===== src/rtl/mul_pkg.sv =====
package mul_pkg;

  // Strobes that the sequencer drives into the datapath
  typedef struct packed {
    logic load;    // capture operands, clear upper half
    logic step;    // conditional add then right shift
    logic negate;  // two's-complement the product if signs differ
  } mulStrobeT;

  typedef enum logic [1:0] {
    ST_IDLE    = 2'd0,
    ST_RUN     = 2'd1,
    ST_SIGNPOS = 2'd2,
    ST_FIXSIGN = 2'd3
  } mulStateT;

endpackage


===== src/rtl/mul_half_adder.sv =====
module mul_half_adder #(
  parameter int WIDTH = 32
) (
  input  logic [WIDTH-1:0] addA,
  input  logic [WIDTH-1:0] addB,
  output logic [WIDTH-1:0] sum,
  output logic             carryOut
);

  logic [WIDTH:0] wide;

  always_comb begin
    wide     = {1'b0, addA} + {1'b0, addB};
    sum      = wide[WIDTH-1:0];
    carryOut = wide[WIDTH];
  end

endmodule


===== src/rtl/mul_datapath.sv =====
module mul_datapath
  import mul_pkg::*;
#(
  parameter int WIDTH = 32
) (
  input  logic             clk,
  input  logic             rstN,
  input  mulStrobeT        strobes,
  input  logic             signedMode,
  input  logic [WIDTH-1:0] opA,
  input  logic [WIDTH-1:0] opB,
  output logic [WIDTH-1:0] prodHi,
  output logic [WIDTH-1:0] prodLo
);

  localparam int PW = 2 * WIDTH;

  logic [WIDTH-1:0] mcandQ;
  logic [PW-1:0]    prodQ;
  logic             negQ;

  logic [WIDTH-1:0] magA, magB;
  logic [WIDTH-1:0] addSum;
  logic             addCarry;

  // Magnitudes are formed only in signed mode; unsigned operands pass through
  always_comb begin
    magA = (signedMode && opA[WIDTH-1]) ? (~opA + 1'b1) : opA;
    magB = (signedMode && opB[WIDTH-1]) ? (~opB + 1'b1) : opB;
  end

  mul_half_adder #(.WIDTH(WIDTH)) uAdder (
    .addA    (prodQ[PW-1:WIDTH]),
    .addB    (mcandQ),
    .sum     (addSum),
    .carryOut(addCarry)
  );

  always_ff @(posedge clk or negedge rstN) begin
    if (!rstN) begin
      mcandQ <= '0;
      prodQ  <= '0;
      negQ   <= 1'b0;
    end else if (strobes.load) begin
      mcandQ <= magA;
      prodQ  <= {{WIDTH{1'b0}}, magB};
      negQ   <= signedMode & (opA[WIDTH-1] ^ opB[WIDTH-1]);
    end else if (strobes.step) begin
      if (prodQ[0])
        prodQ <= {addCarry, addSum, prodQ[WIDTH-1:1]};
      else
        prodQ <= {1'b0, prodQ[PW-1:1]};
    end else if (strobes.negate && negQ) begin
      prodQ <= ~prodQ + 1'b1;
    end
  end

  assign prodHi = prodQ[PW-1:WIDTH];
  assign prodLo = prodQ[WIDTH-1:0];

endmodule


===== src/rtl/mul_ctrl.sv =====
module mul_ctrl
  import mul_pkg::*;
#(
  parameter int WIDTH = 32
) (
  input  logic      clk,
  input  logic      rstN,
  input  logic      start,
  input  logic      signedMode,
  output mulStrobeT strobes,
  output logic      busy,
  output logic      done
);

  localparam int CNTW = $clog2(WIDTH);
  localparam logic [CNTW-1:0] LAST_UNS = CNTW'(WIDTH - 1);
  localparam logic [CNTW-1:0] LAST_SGN = CNTW'(WIDTH - 2);

  mulStateT        stateQ;
  logic [CNTW-1:0] cntQ;
  logic            sgnQ;
  logic            doneQ;
  logic            lastIter;

  assign lastIter = (cntQ == (sgnQ ? LAST_SGN : LAST_UNS));

  always_comb begin
    strobes.load   = (stateQ == ST_IDLE) && start;
    strobes.step   = (stateQ == ST_RUN) || (stateQ == ST_SIGNPOS);
    strobes.negate = (stateQ == ST_FIXSIGN);
  end

  always_ff @(posedge clk or negedge rstN) begin
    if (!rstN) begin
      stateQ <= ST_IDLE;
      cntQ   <= '0;
      sgnQ   <= 1'b0;
      doneQ  <= 1'b0;
    end else begin
      doneQ <= 1'b0;
      case (stateQ)
        ST_IDLE: begin
          if (start) begin
            stateQ <= ST_RUN;
            cntQ   <= '0;
            sgnQ   <= signedMode;
          end
        end
        ST_RUN: begin
          cntQ <= cntQ + 1'b1;
          if (lastIter) begin
            stateQ <= sgnQ ? ST_SIGNPOS : ST_IDLE;
            doneQ  <= ~sgnQ;
          end
        end
        ST_SIGNPOS: stateQ <= ST_FIXSIGN;
        ST_FIXSIGN: begin
          stateQ <= ST_IDLE;
          doneQ  <= 1'b1;
        end
        default: stateQ <= ST_IDLE;
      endcase
    end
  end

  assign busy = (stateQ != ST_IDLE);
  assign done = doneQ;

endmodule


===== src/rtl/shift_add_mul.sv =====
module shift_add_mul
  import mul_pkg::*;
#(
  parameter int WIDTH = 32
) (
  input  logic             clk,
  input  logic             rstN,
  input  logic             start,
  input  logic             signedMode,
  input  logic [WIDTH-1:0] opA,
  input  logic [WIDTH-1:0] opB,
  output logic             busy,
  output logic             done,
  output logic [WIDTH-1:0] resHi,
  output logic [WIDTH-1:0] resLo
);

  mulStrobeT strobes;

  mul_ctrl #(.WIDTH(WIDTH)) uCtrl (
    .clk       (clk),
    .rstN      (rstN),
    .start     (start),
    .signedMode(signedMode),
    .strobes   (strobes),
    .busy      (busy),
    .done      (done)
  );

  mul_datapath #(.WIDTH(WIDTH)) uPath (
    .clk       (clk),
    .rstN      (rstN),
    .strobes   (strobes),
    .signedMode(signedMode),
    .opA       (opA),
    .opB       (opB),
    .prodHi    (resHi),
    .prodLo    (resLo)
  );

endmodule


===== config.mk =====
export PLATFORM = sky130hd
export DESIGN_NAME = shift_add_mul
export DESIGN_NICKNAME = d
export VERILOG_FILES = /design/src/rtl/mul_pkg.sv /design/src/rtl/mul_half_adder.sv /design/src/rtl/mul_datapath.sv /design/src/rtl/mul_ctrl.sv /design/src/rtl/shift_add_mul.sv
export SDC_FILE = /design/constraint.sdc
export NUM_CORES = 1
export LEC_CHECK = 0
export BUFFER_PORTS_ARGS = -buffer_cell sky130_fd_sc_hd__buf_2
export CAP_MARGIN = 20
export CORE_MARGIN = 5
export CORE_UTILIZATION = 53
export DETAILED_ROUTE_END_ITERATION = 10
export PLACE_DENSITY_LB_ADDON = 0.15
export SLEW_MARGIN = 20
export SYNTH_ARGS = -nofsm -noshare
export SYNTH_HDL_FRONTEND = slang
export SYNTH_SLANG_ARGS = --single-unit
export TNS_END_PERCENT = 20

===== constraint.sdc =====
create_clock -name clk -period 3.6 [get_ports clk]
set_clock_uncertainty 0.2 [all_clocks]
set_input_delay 0.72 -clock clk [delete_from_list [all_inputs] [get_ports clk]]
set_output_delay 0.72 -clock clk [all_outputs]
set_load 0.01 [all_outputs]

# After elaboration in Yosys (flattened, before gate mapping)
# Index checks and enable logic that the tools add are counted.
# W data, S select, Z words.
[totals] inputBits=68 regBits=106 out_inout_bits=66 wordCells=51
[op_classes] bitwise=6 reduce_logical=12 n_eq_ne=6 n_mux=15 add_sub_neg=5
[op_table] operator="$mux W64" n=4
[op_table] operator="$add A32 B1 Y32 const B" n=2
[op_table] operator="$add A64 B1 Y64 const B" n=1
[op_table] operator="$mux W32" n=2
[op_table] operator="$not A32 Y32" n=2
[op_table] operator="$not A64 Y64" n=1
[op_table] operator="$add A32 B32 Y33" n=1
[op_table] operator="$pmux W5 S2" n=1
[op_table] operator="$pmux W2 S4" n=1
[op_table] operator="$mux W2" n=3
[op_table] operator="$reduce_and A2 Y1" n=3
[op_table] operator="$add A5 B1 Y5 const B" n=1
[op_table] operator="$eq A5 B5 Y1" n=1
[op_table] operator="$mux W5" n=1
[op_table] operator="$eq A2 B2 Y1 const B" n=2
[op_table] operator="$logic_and A1 B1 Y1" n=4
[op_table] operator="$reduce_bool A2 Y1" n=2
[op_table] operator="$reduce_bool A3 Y1" n=1
[op_table] operator="$eq A2 B1 Y1 const B" n=1
[op_table] operator="$logic_not A2 Y1" n=1
[op_table] operator="$mux W1" n=2
[op_table] operator="$ne A2 B1 Y1 const B" n=1
[op_table] operator="$ne A2 B2 Y1 const B" n=1
[op_table] operator="$pmux W1 S2" n=1
[op_table] operator="other kinds (4)" n=4

# Logic depth before layout (Yosys ltp)
# Gate-level depths: netlist (run 1).
[depth] word_depth=5 ltp_mapped=13 ltp_nobuf=12

# Modules after synthesis
# Synthesis (run 1) repeated with hierarchy kept, for this count alone.
[hier_totals] hier_cells=1231 hier_area_um2=9740.6
[modules_own_cells] module="mul_datapath" area_per_inst_um2=7313.3 n_inst=1 cells_each=904 seq_area_each_um2=2427.3
[modules_own_cells] module="mul_half_adder" area_per_inst_um2=1901.8 n_inst=1 cells_each=274 seq_area_each_um2=0.0
[modules_own_cells] module="mul_ctrl" area_per_inst_um2=525.5 n_inst=1 cells_each=53 seq_area_each_um2=225.2

# Worst setup path after synthesis (run 1)
# OpenSTA, ideal clock, no wires.
[synth_path] path_type="register to register" start="reg uPath.prodQ[27]" end="reg uPath.prodQ[59]" setup_ns=0.138 arrival_time_ns=3.168 n_path_buf=2 synth_period_minus_slack_ns=3.506 slack_ns=0.094 required_time_ns=3.262 path_stages_with_launch=12 cell_sequence="dfrtp_1 > clkbuf_1 > or4_4 > or4_4 > nand4bb_1 > or3_1 > buf_6 > or2_2 > nor3_1 > mux2_2 > o21ai_0 > a21oi_1"
[synth_between] elab_chain_cells=5
[synth_rtl] item="start: declaration" line_no="mul_datapath.sv:19" source="logic [PW-1:0] prodQ;"
[synth_rtl] item="start signal: assignment" line_no="mul_datapath.sv:46" source="prodQ <= {{WIDTH{1'b0}}, magB};"
[synth_rtl] item="start signal: assignment" line_no="mul_datapath.sv:50" source="prodQ <= {addCarry, addSum, prodQ[WIDTH-1:1]};"
[synth_rtl] item="start signal: assignment" line_no="mul_datapath.sv:52" source="prodQ <= {1'b0, prodQ[PW-1:1]};"
[synth_rtl] item="$not A64 Y64" line_no="mul_datapath.sv:54" source="prodQ <= ~prodQ + 1'b1;"
[synth_rtl] item="$add A64 B1 Y64" line_no="mul_datapath.sv:54"
[synth_rtl] item="$mux W64" line_no="mul_datapath.sv:53" source="end else if (strobes.negate && negQ) begin"
[synth_rtl] item="$mux W64" line_no="mul_datapath.sv:48" source="end else if (strobes.step) begin"
[synth_rtl] item="$mux W64" line_no="mul_datapath.sv:44" source="end else if (strobes.load) begin"
# Every way passes these cells. The select of a mux whose other input is x is not followed.
# A chain may end at the register's enable or synchronous reset.

# Worst setup path in the final report (run 1)
[layout_path] start="reg uPath.prodQ[30]" end="reg uPath.prodQ[59]"
# The elaborated chain is that of the path after synthesis.

==> results of run 1 <==
[path summary, 6_finish.rpt]
kind | from | endpoint | slack, ns | depth (start not counted)
worst max-delay path | uPath.prodQ[30] | uPath.prodQ[59] | 0.12 | 9
worst min-delay path | rstN | uCtrl.done | 0.24 | 1
worst max register to register | uPath.prodQ[30] | uPath.prodQ[59] | 0.12 | 9
worst min register to register | uPath.mcandQ[13] | uPath.mcandQ[13] | 0.29 | 2
max in group asynchronous | rstN | uPath.prodQ[56] | 2.20 | 2
min in group clk | uPath.mcandQ[13] | uPath.mcandQ[13] | 0.29 | 2
[worst register-to-register path, stage by stage, from the launching register on]
cell and delay (ns):
dfrtp_1 0.38, or4_4 0.57, or4_4 0.54, nand4bb_4 0.26, or3_1 0.34, or2_2 0.33
nor3_1 0.16, mux2_2 0.35, o21ai_0 0.16, a21oi_1 0.06
[synthesized netlist by cell type, types with 4 or more instances]
cell	count
nand4_1	5
nor3_1	29
a21o_1	16
nor2b_1	5
a31oi_1	8
clkbuf_1	48
o21ai_0	142
o21bai_1	4
a21oi_1	82
o41ai_1	8
dfrtp_1	106
o211ai_1	21
nor4_1	14
and2_1	5
o31ai_1	18
nand2b_1	7
a211oi_1	24
o22ai_1	7
a31o_2	5
xor2_1	67
ha_1	41
xnor2_1	63
nand2_1	152
nor2_1	109
or3_1	14
o221ai_1	6
nand3_1	24
o21a_1	6
buf_1	6
or4_4	4
or4_1	11
inv_1	22
or2_2	4
mux2i_1	17
[sequential cells by signal, summed over array words and instances (netlist names), named ones only]
name,cells
uCtrl.sgnQ,1
uPath.mcandQ,32
uCtrl.done,1
uPath.prodQ,64
uCtrl.stateQ,1
uCtrl.cntQ,5
uPath.negQ,1
[routing by layer]
layer	GRT usage [%]	share of wire, %	up-vias
met2	40.7	45	282
met3	5.28	7.1	27
met4	5.61	1.1	4
li1	-	-	4451
met1	35.9	46	4183
met5	0	0.090	-
[power by group through the flow]
stage	registers, W	clock network [W]	logic, W
3_3_place_gp	0.00246	0	0.00676
4_1_cts	0.00247	0.00107	0.00691
2_1_floorplan	0.00259	0	0.00473
3_5_place_dp	0.00248	0	0.00688
5_1_grt	0.00257	0.00111	0.00774
6_report	0.00248	0.00105	0.00695
[per-stage QoR]
stage	total power (W)	hold slack [ns]	worst slack [ns]	instance area [µm²]
floorplan	0.00732	0.224	0.0942	9010
global placement	0.00922	0.268	0.0205	10200
detailed placement	0.00936	0.280	-0.00746	10200
CTS	0.0104	0.258	0.0900	10500
global route	0.0114	0.298	-0.0224	10500
finish	0.0105	0.238	0.120	10500
[logic make-up (layout without fill, tap and decap cells)]
logic type               after synthesis  after routing  share of synthesized area, %
buffers and inverters                 83            229                          3.93
AND/OR/NAND/NOR                      397            397                          20.3
multiplexers                          20             20                          2.26
flip-flops                           106            106                          29.4
AO/OA/AOI/OAI                        374            374                          25.5
XOR/XNOR                             130            130                          12.6
adder cells (fa/ha/maj)               42             42                          5.91
[area by class of cell]
cell class	count	area [µm²]
sequential	106	2650
clock buffer	13	270
inverter	23	86.3
clock inverter	2	35.0
fill	1518	6130
tap	220	275
multi-input combinational	963	6060
timing repair buffer	191	1130
==> run_results.csv, run 1 <==
group,metric,value,unit
drt,ant_nets,0,
power_and_ir_drop,power.internal,0.00533,W
synthesis,syn_avg_cell_area,7.83,µm²
finish,final_common_cell,"nand2_1",
power_and_ir_drop,p_leak,4.62,nW
floorplanning,coreArea,16600,µm²
clock_tree,root_buffer,"clkbuf_16",
power_and_ir_drop,pwr-share-seq,23.7,%
synthesis,ys_seq_area_share,29.4,%
synthesis,synth_cell_types,67,
setup_path,required,3.61,ns
run_status,status,"finished clean",
synthesis,syn_area,9010,µm²
clock_tree,cts.clk_slew.worst_paths,0.07,ns
setup_path,slowest_stage,"or4_4",
floorplanning,die_h,140,µm
clock_tree,numCtsBuffers,9,
sta,maxSlewViolCount,0,
drt,via_count,8947,
sta,rsz0062_at_grt,"yes",
placement,io_buffers,133,
finish,syn_to_final_growth,16.6,%
setup_path,path_cells,"or4_4 -> or4_4 -> nand4bb_4 -> or3_1 -> or2_2 -> nor3_1 -> mux2_2 -> o21ai_0 -> a21oi_1",
sta,max_slew_margin,45.9,%
power_and_ir_drop,pwr_density_cell,998,nW/µm²
setup_path,crit_fanout,5,
drt,firstDrtPassIters,5,
power_and_ir_drop,swShare,49.1,%
sta,setup_violations,0,
power_and_ir_drop,p_clk_share,10.0,%
finish,layoutNonFillerInstCount,1518,
global_routing,first_global_vias,8285,
global_routing,grt-ovfl-total,0,
synthesis,synth-async-reset-ratio,100,%
floorplanning,io_pins,134,
floorplanning,rows,47,
synthesis,synth_nets,1262,
synthesis,ys_ff_latch,106,
finish,drive_above_1_share,18.0,%
clock_tree,cts.sinks,106,
synthesis,ys.flop_type,"dfrtp_1",
synthesis,synth_edf_count,0,
job,drv_cap,0,
global_routing,antenna_found_initial,2,
setup_path,cp_common_cell,"or4_4",
finish,final_util,63.1,%
hold_path,hp-class,"in2async",
synthesis,postSynthCellCount,1152,
floorplanning,die-width,140,µm
sta,final.min_clock_period,3.48,ns
clock_tree,clock_path_buffers,2,
sta,worst_pin_slew,0.812,ns
finish,final_nets,1404,
setup_path,critPathArrivalTime,3.49,ns
sta,tns,0,ns
drt,via_per_inst,5.89,
placement,dp_cells,1503,
setup_path,crit_path_start_kind,"flop",
setup_path,cp_top_family,"simple AND/OR/NAND/NOR gates",
power_and_ir_drop,p_switching,0.00515,W
clock_tree,tritoncts,"yes",
drt,wirelength,25700,µm
floorplanning,die_area,19700,µm²
clock_tree,clk_latency,0.36,ns
global_routing,grt_max_degree,86,
setup_path,end_kind,"flop",
floorplanning,initial_core_util,54.2,%
clock_tree,cts_resized,0,
synthesis,synth_area_leaders,"dfrtp_1 (29%), o21ai_0 (7.9%), xor2_1 (6.5%)",
drt,wire_per_inst,16.9,µm
clock_tree,ctsHoldBuffers,0,
power_and_ir_drop,comb_power_share,66.3,%
setup_path,crit_buf_inv,0,
sta,fmax,287,MHz
finish,antenna_cells,0,
synthesis,ys_warn_count,0,
placement,globalplace.congestion,0.905,
setup_path,cp_slowest_stage_delay,0.57,ns
clock_tree,h-tree-depth,3,
placement,hpwl,19100,µm
global_routing,grt_use_total,25.5,%
sta,final-hold-violation-count,0,
synthesis,synth_top_cell_by_area,"dfrtp_1",
drt,drc,0,
sta,fin_crit_sh,96.7,%
global_routing,grt_pass1_wl,41900,µm
clock_tree,post_cts_buffers,0,
drt,drt_iter0_drc,765,
power_and_ir_drop,ir_worst_vdd,561,µV
finish,final_cell_mix,"nand2_1 (151), o21ai_0 (142), buf_2 (132), nor2_1 (109), dfrtp_1 (106)",
setup_path,critPathKind,"reg2reg",
synthesis,yosysTopAreaCellShare,29.4,%
Note: power is estimated with default switching activity, not from simulation.
==> run 2: changes to the inputs <==
--- a/config.mk
+++ b/config.mk
@@ -7,4 +7,6 @@
 export LEC_CHECK = 0
+export ABC_AREA = 1
 export BUFFER_PORTS_ARGS = -buffer_cell sky130_fd_sc_hd__buf_2
 export CAP_MARGIN = 20
+export CORE_ASPECT_RATIO = 0.5
 export CORE_MARGIN = 5
--- a/constraint.sdc
+++ b/constraint.sdc
@@ -4,2 +4,2 @@
 set_output_delay 0.72 -clock clk [all_outputs]
-set_load 0.01 [all_outputs]
+set_load 0.005 [all_outputs]
==> run_results.csv, run 2 <==
group,metric,value,unit
power_and_ir_drop,pwr-share-seq,21.0,%
floorplanning,initial_core_util,53.4,%
setup_path,crit_buf_inv,4,
clock_tree,numCtsBuffers,9,
synthesis,ys_ff_latch,106,
drt,via_count,13300,
global_routing,grt-ovfl-total,0,
power_and_ir_drop,p_clk_share,8.3,%
synthesis,synth_edf_count,0,
synthesis,yosysMostFrequentCell,"nand2_1",
power_and_ir_drop,finalPower,0.0130,W
clock_tree,h-tree-depth,3,
finish,reg_top3,"uPath.prodQ (64), uPath.mcandQ (32), uCtrl.cntQ (5)",
placement,hpwl,31900,µm
global_routing,grt_max_degree,66,
floorplanning,die-width,218,µm
finish,regMostFlops,"uPath.prodQ",
power_and_ir_drop,p_switching,0.00748,W
synthesis,syn_area,11500,µm²
synthesis,ys.flop_type,"dfrtp_1",
setup_path,critPathArrivalTime,2.77,ns
synthesis,synth_cell_types,47,
job,drv_cap,0,
setup_path,end_kind,"flop",
sta,fmax,374,MHz
drt,drc,0,
power_and_ir_drop,swShare,57.5,%
sta,tns,0,ns
sta,max_slew_margin,57.7,%
sta,hold_slack,0.146,ns
synthesis,synth_nets,2109,
placement,io_buffers,133,
drt,via_per_inst,5.49,
global_routing,grt_pass1_wl,63700,µm
sta,final.min_clock_period,2.68,ns
clock_tree,ctsHoldBuffers,0,
finish,final_cell_mix,"nand2_1 (657), inv_1 (255), nor2_1 (232), nand3_1 (193), a21oi_1 (133)",
finish,drive_above_1_share,11.3,%
clock_tree,cts.clk_slew.worst_paths,0.07,ns
finish,largest_reg_flops,64,
sta,final-hold-violation-count,0,
floorplanning,io_pins,134,
clock_tree,cts.sinks,106,
floorplanning,die_area,24900,µm²
synthesis,ys_warn_count,0,
clock_tree,clock_path_buffers,2,
synthesis,ys_seq_area_share,23.1,%
power_and_ir_drop,ir_worst_vdd,654,µV
floorplanning,die_h,114,µm
finish,final_nets,2223,
finish,syn_to_final_growth,11.6,%
synthesis,synth_area_leaders,"dfrtp_1 (23%), nand2_1 (22%), nand3_1 (8.4%)",
power_and_ir_drop,power.internal,0.00553,W
clock_tree,cts_resized,0,
setup_path,crit_fanout,46,
floorplanning,rows,38,
sta,maxSlewViolCount,0,
hold_path,hp-class,"in2async",
placement,globalplace.congestion,1.05,
clock_tree,root_buffer,"clkbuf_16",
synthesis,syn_avg_cell_area,5.74,µm²
synthesis,synth-async-reset-ratio,100,%
drt,firstDrtPassIters,6,
synthesis,synth_commonest_cells,"nand2_1 (658), inv_1 (255), nor2_1 (232)",
power_and_ir_drop,comb_power_share,70.6,%
floorplanning,coreArea,21500,µm²
setup_path,path_cells,"inv_1 -> ha_1 -> nand2_2 -> inv_2 -> buf_4 -> a21oi_1 -> inv_1 -> nand3_1 -> o21ai_0 -> o21ai_0 -> nor2_1",
sta,fin_crit_sh,74.3,%
global_routing,antenna_found_initial,0,
global_routing,grt_use_total,32.0,%
drt,wirelength,40400,µm
drt,ant_nets,0,
drt,wire_per_inst,16.7,µm
sta,rsz0062_at_grt,"no",
sta,setup_violations,0,
clock_tree,tritoncts,"yes",
setup_path,required,3.70,ns
setup_path,slowest_stage,"buf_4",
global_routing,first_global_vias,12100,
power_and_ir_drop,pwr_density_cell,1010,nW/µm²
synthesis,yosysTopAreaCellShare,23.1,%
clock_tree,post_cts_buffers,0,
setup_path,crit_path_start_kind,"flop",
setup_path,cp_top_family,"buffers and inverters",
setup_path,cp_slowest_stage_delay,0.56,ns
sta,worst_pin_slew,0.634,ns
drt,drt_iter0_drc,1551,
power_and_ir_drop,p_leak,6.63,nW
synthesis,postSynthCellCount,1999,
finish,num-fill-cells,2303,
run_status,status,"finished clean",
clock_tree,clk_latency,0.37,ns
finish,final_common_cell,"nand2_1",
synthesis,synth_top_cell_by_area,"dfrtp_1",
setup_path,critPathKind,"reg2reg",
-- run 2: changes by cell type in the layout (fill, tap and decap cells not counted), sizes merged, moves of 24 or more --
cell	before	now
nand2	152	675
inv	22	261
nand3	24	195
nor2	109	268
a21oi	82	133
xnor2	63	12
o21ai	145	109
buf	191	157
xor2	67	33
a211oi	24	0
nand4	5	29
-- run 2: path summary, 6_finish.rpt --
check / startpoint / endpoint / depth (start not counted) / slack, ns
worst min-delay path: rstN / uPath.prodQ[26] / 1 / 0.15
worst max register to register: uCtrl.stateQ[0] / uCtrl.cntQ[4] / 11 / 0.92
worst max-delay path: uCtrl.stateQ[0] / uCtrl.cntQ[4] / 11 / 0.92
max in group asynchronous: rstN / uPath.mcandQ[21] / 2 / 2.28
min in group clk: uPath.mcandQ[27] / uPath.mcandQ[27] / 2 / 0.29
worst min register to register: uPath.mcandQ[27] / uPath.mcandQ[27] / 2 / 0.29
-- run 2: final cells by class --
cell class,count,area [µm²],share of cell area [%]
multi-input cells,1575,7610,59.4
flip-flops and latches,106,2650,20.7
inverters,264,993,7.75
repair buffers,157,873,6.81
well taps,300,375,2.93
clock buffers,11,243,1.89
clock inverters,3,65.1,0.508
diodes,1,2.50,0.0195
-- run 2: layer usage --
metal | vias up | part of all wire, % | track usage [%]
li1 | 6618 | - | -
met1 | 5995 | 45 | 46.3
met2 | 563 | 42 | 48.4
met3 | 82 | 9.4 | 6.29
met4 | 0 | 3.1 | 10.5
met5 | - | 0 | 0
-- run 2: worst register-to-register path, cell delays in order, from the launching register on --
cell and delay (ns):
dfrtp_1 0.40, inv_1 0.14, ha_1 0.21, nand2_2 0.07, inv_2 0.33, buf_4 0.56
a21oi_1 0.11, inv_1 0.14, nand3_1 0.10, o21ai_0 0.14, o21ai_0 0.10, nor2_1 0.10
-- run 2: power groups by stage --
stage,Combinational (W),Sequential [W],Clock (W)
after CTS,0.00902,0.00270,0.00110
after global routing,0.0103,0.00278,0.00114
after global placement,0.00887,0.00271,0
final,0.00919,0.00273,0.00109
after detailed placement,0.00896,0.00271,0
after floorplan,0.00633,0.00245,0
-- run 2: cell families (layout without fill, tap and decap cells) --
logic type | Yosys count | after routing | share of synthesized area (%)
simple gates | 1204 | 1204 | 45.0
buf+inv | 318 | 435 | 10.6
compound gates | 284 | 284 | 13.2
flops | 106 | 106 | 23.1
xor+xnor | 45 | 45 | 3.43
fa+ha+maj | 42 | 42 | 4.64
other cells | 0 | 1 | 0
-- run 2: stage by stage --
step           cell area, µm²  worst slack (ns)  utilization, %  std cells
2_1_floorplan           11500              1.21               -       1999
3_3_place_gp            12500             0.925            58.2       2402
3_5_place_dp            12500             0.856            58.2       2402
4_1_cts                 12800             0.945            59.6       2416
5_1_grt                 12800             0.688            59.6       2416
6_report                12800             0.924            59.6       2417
==> run 3: changes to the inputs <==
- ABC_AREA: 1 -> 0
- clock period: 3.6 -> 2.4 ns (I/O delays scaled with it)
==> run_results.csv, run 3 (synthesis gave the netlist of run 1 again) <==
group,metric,value,unit
run_status,status,"finished, violations left",
run_status,violations,"setup timing",
global_routing,grt-ovfl-total,0,
setup_path,critPathKind,"reg2reg",
drt,drc,0,
setup_path,required,2.42,ns
sta,tns,-24.66,ns
floorplanning,die_area,19900,µm²
hold_path,hp-class,"in2reg",
floorplanning,die-width,194,µm
global_routing,grt_max_degree,95,
sta,max_slew_margin,46.9,%
clock_tree,tritoncts,"yes",
finish,layoutNonFillerInstCount,1736,
sta,setup_ws,-0.973,ns
drt,ant_nets,0,
placement,hpwl,22900,µm
global_routing,grt_use_total,30.7,%
finish,syn_to_final_growth,42.0,%
drt,firstDrtPassIters,6,
floorplanning,rows,33,
sta,fmax,296,MHz
setup_path,crit_fanout,2,
drt,drt_iter0_drc,795,
sta,final.min_clock_period,3.37,ns
clock_tree,h-tree-depth,3,
placement,io_buffers,133,
floorplanning,coreArea,16500,µm²
clock_tree,cts.clk_slew.worst_paths,0.07,ns
sta,worst_pin_slew,0.797,ns
setup_path,path_cells,"or4_4 -> or3_4 -> or4_4 -> or4_4 -> or3_4 -> o31ai_4 -> xnor2_1 -> a21oi_1 -> a21oi_1",
drt,wirelength,31200,µm
power_and_ir_drop,p_leak,5.80,nW
clock_tree,cts.sinks,106,
finish,largest_reg_flops,64,
power_and_ir_drop,ir_worst_vdd,996,µV
drt,wire_per_inst,18.0,µm
finish,regMostFlops,"uPath.prodQ",
finish,drive_above_1_share,35.5,%
setup_path,cp_common_cell,"or4_4",
placement,globalplace.congestion,0.943,
setup_path,cp_top_family,"simple AND/OR/NAND/NOR gates",
finish,reg_top3,"uPath.prodQ (64), uPath.mcandQ (32), uCtrl.cntQ (5)",
setup_path,crit_buf_inv,0,
global_routing,antenna_found_initial,0,
clock_tree,numCtsBuffers,9,
sta,fin_crit_sh,141,%
finish,antenna_cells,0,
clock_tree,root_buffer,"clkbuf_16",
job,drv_cap,0,
power_and_ir_drop,pwr_density_cell,1480,nW/µm²
setup_path,critPathArrivalTime,3.39,ns
setup_path,cp_slowest_stage_delay,0.53,ns
floorplanning,initial_core_util,54.6,%
drt,via_per_inst,5.88,
clock_tree,clk_latency,0.36,ns
finish,final_cell_mix,"buf_4 (253), nand2_1 (148), buf_2 (132), nor2_1 (105), dfrtp_1 (103)",
sta,setup_violations,59,
placement,dp_cells,1713,
sta,final-hold-violation-count,0,
global_routing,first_global_vias,9981,
global_routing,grt_pass1_wl,50300,µm
finish,final_nets,1615,
sta,rsz0062_at_grt,"yes",
setup_path,slowest_stage,"or4_4",
setup_path,end_kind,"flop",
floorplanning,die_h,102,µm
floorplanning,io_pins,134,
setup_path,crit_path_start_kind,"flop",
finish,final_common_cell,"buf_4",
drt,via_count,10200,
sta,maxSlewViolCount,0,
clock_tree,clock_path_buffers,2,
-- run 3: cell count changes in the layout (fill, tap and decap cells not counted), moves of 22 or more --
cell	delta
nor2_1	-127
inv_1	-236
nand3_1	-170
a21oi_1	-56
nor2_2	-26
a211oi_1	+22
nand2_1	-509
buf_4	+230
xor2_1	+33
nand4_1	-24
xnor2_1	+50
-- run 3: area by class of cell --
type	instances	area, µm²
Multi-Input combinational cell	963	6720
Inverter	23	91.3
Sequential cell	106	2660
Clock inverter	5	33.8
Tap cell	227	284
Timing Repair Buffer	402	2790
Fill cell	1203	3720
Clock buffer	10	229
-- run 3: path summary, 6_finish.rpt --
path	start	end	slack, ns	depth (start not counted)
min reg2reg	uPath.mcandQ[25]	uPath.mcandQ[25]	0.29	2
min	opA[20]	uPath.mcandQ[20]	0.24	3
max	uPath.prodQ[47]	uPath.prodQ[63]	-0.97	9
max reg2reg	uPath.prodQ[47]	uPath.prodQ[63]	-0.97	9
max in group asynchronous	rstN	uPath.mcandQ[1]	0.89	3
min in group asynchronous	rstN	uPath.mcandQ[4]	0.38	2
-- run 3: timing repair --
item                       CTS  global route
setup endpoints to repair   65            66
setup buffers                4             3
hold buffers                 1             0
hold endpoints to repair    20             0
pin swaps                   43            31
resized for setup          118            39
-- run 3: metal layers --
layer	vias up	part of all wire (%)	track usage, %
met5	-	0	0
met4	0	1.7	8.64
met3	54	7.9	4.15
met2	455	45	49.7
met1	4839	45	43.9
li1	4867	-	-
-- run 3: metrics by stage --
| step | power [W] | setup slack (ns) | cell area [µm²] | hold slack [ns] | utilization [%] |
|---|---|---|---|---|---|
| detailed placement | 0.0163 | -0.967 | 11800 | 0.212 | 71.6 |
| global route | 0.0203 | -1.02 | 12800 | 0.274 | 77.5 |
| floorplan | 0.0110 | -1.02 | 9150 | -0.0156 | - |
| CTS | 0.0183 | -0.934 | 12600 | 0.242 | 76.4 |
| finish | 0.0189 | -0.973 | 12800 | 0.241 | 77.5 |
| global placement | 0.0158 | -0.938 | 11800 | 0.210 | 71.6 |
-- run 3: tightest hold or removal path, stage by stage --
cell	delay (ns)
buf_2	0.09
xor2_1	0.06
o21ai_0	0.13
-- run 3: power breakdown --
group          internal [W]  leakage [nW]  switching (W)
Clock              0.000698         0.124       0.000700
Combinational       0.00637          4.38        0.00765
Sequential          0.00272          1.30       0.000748
Total               0.00979          5.80        0.00910
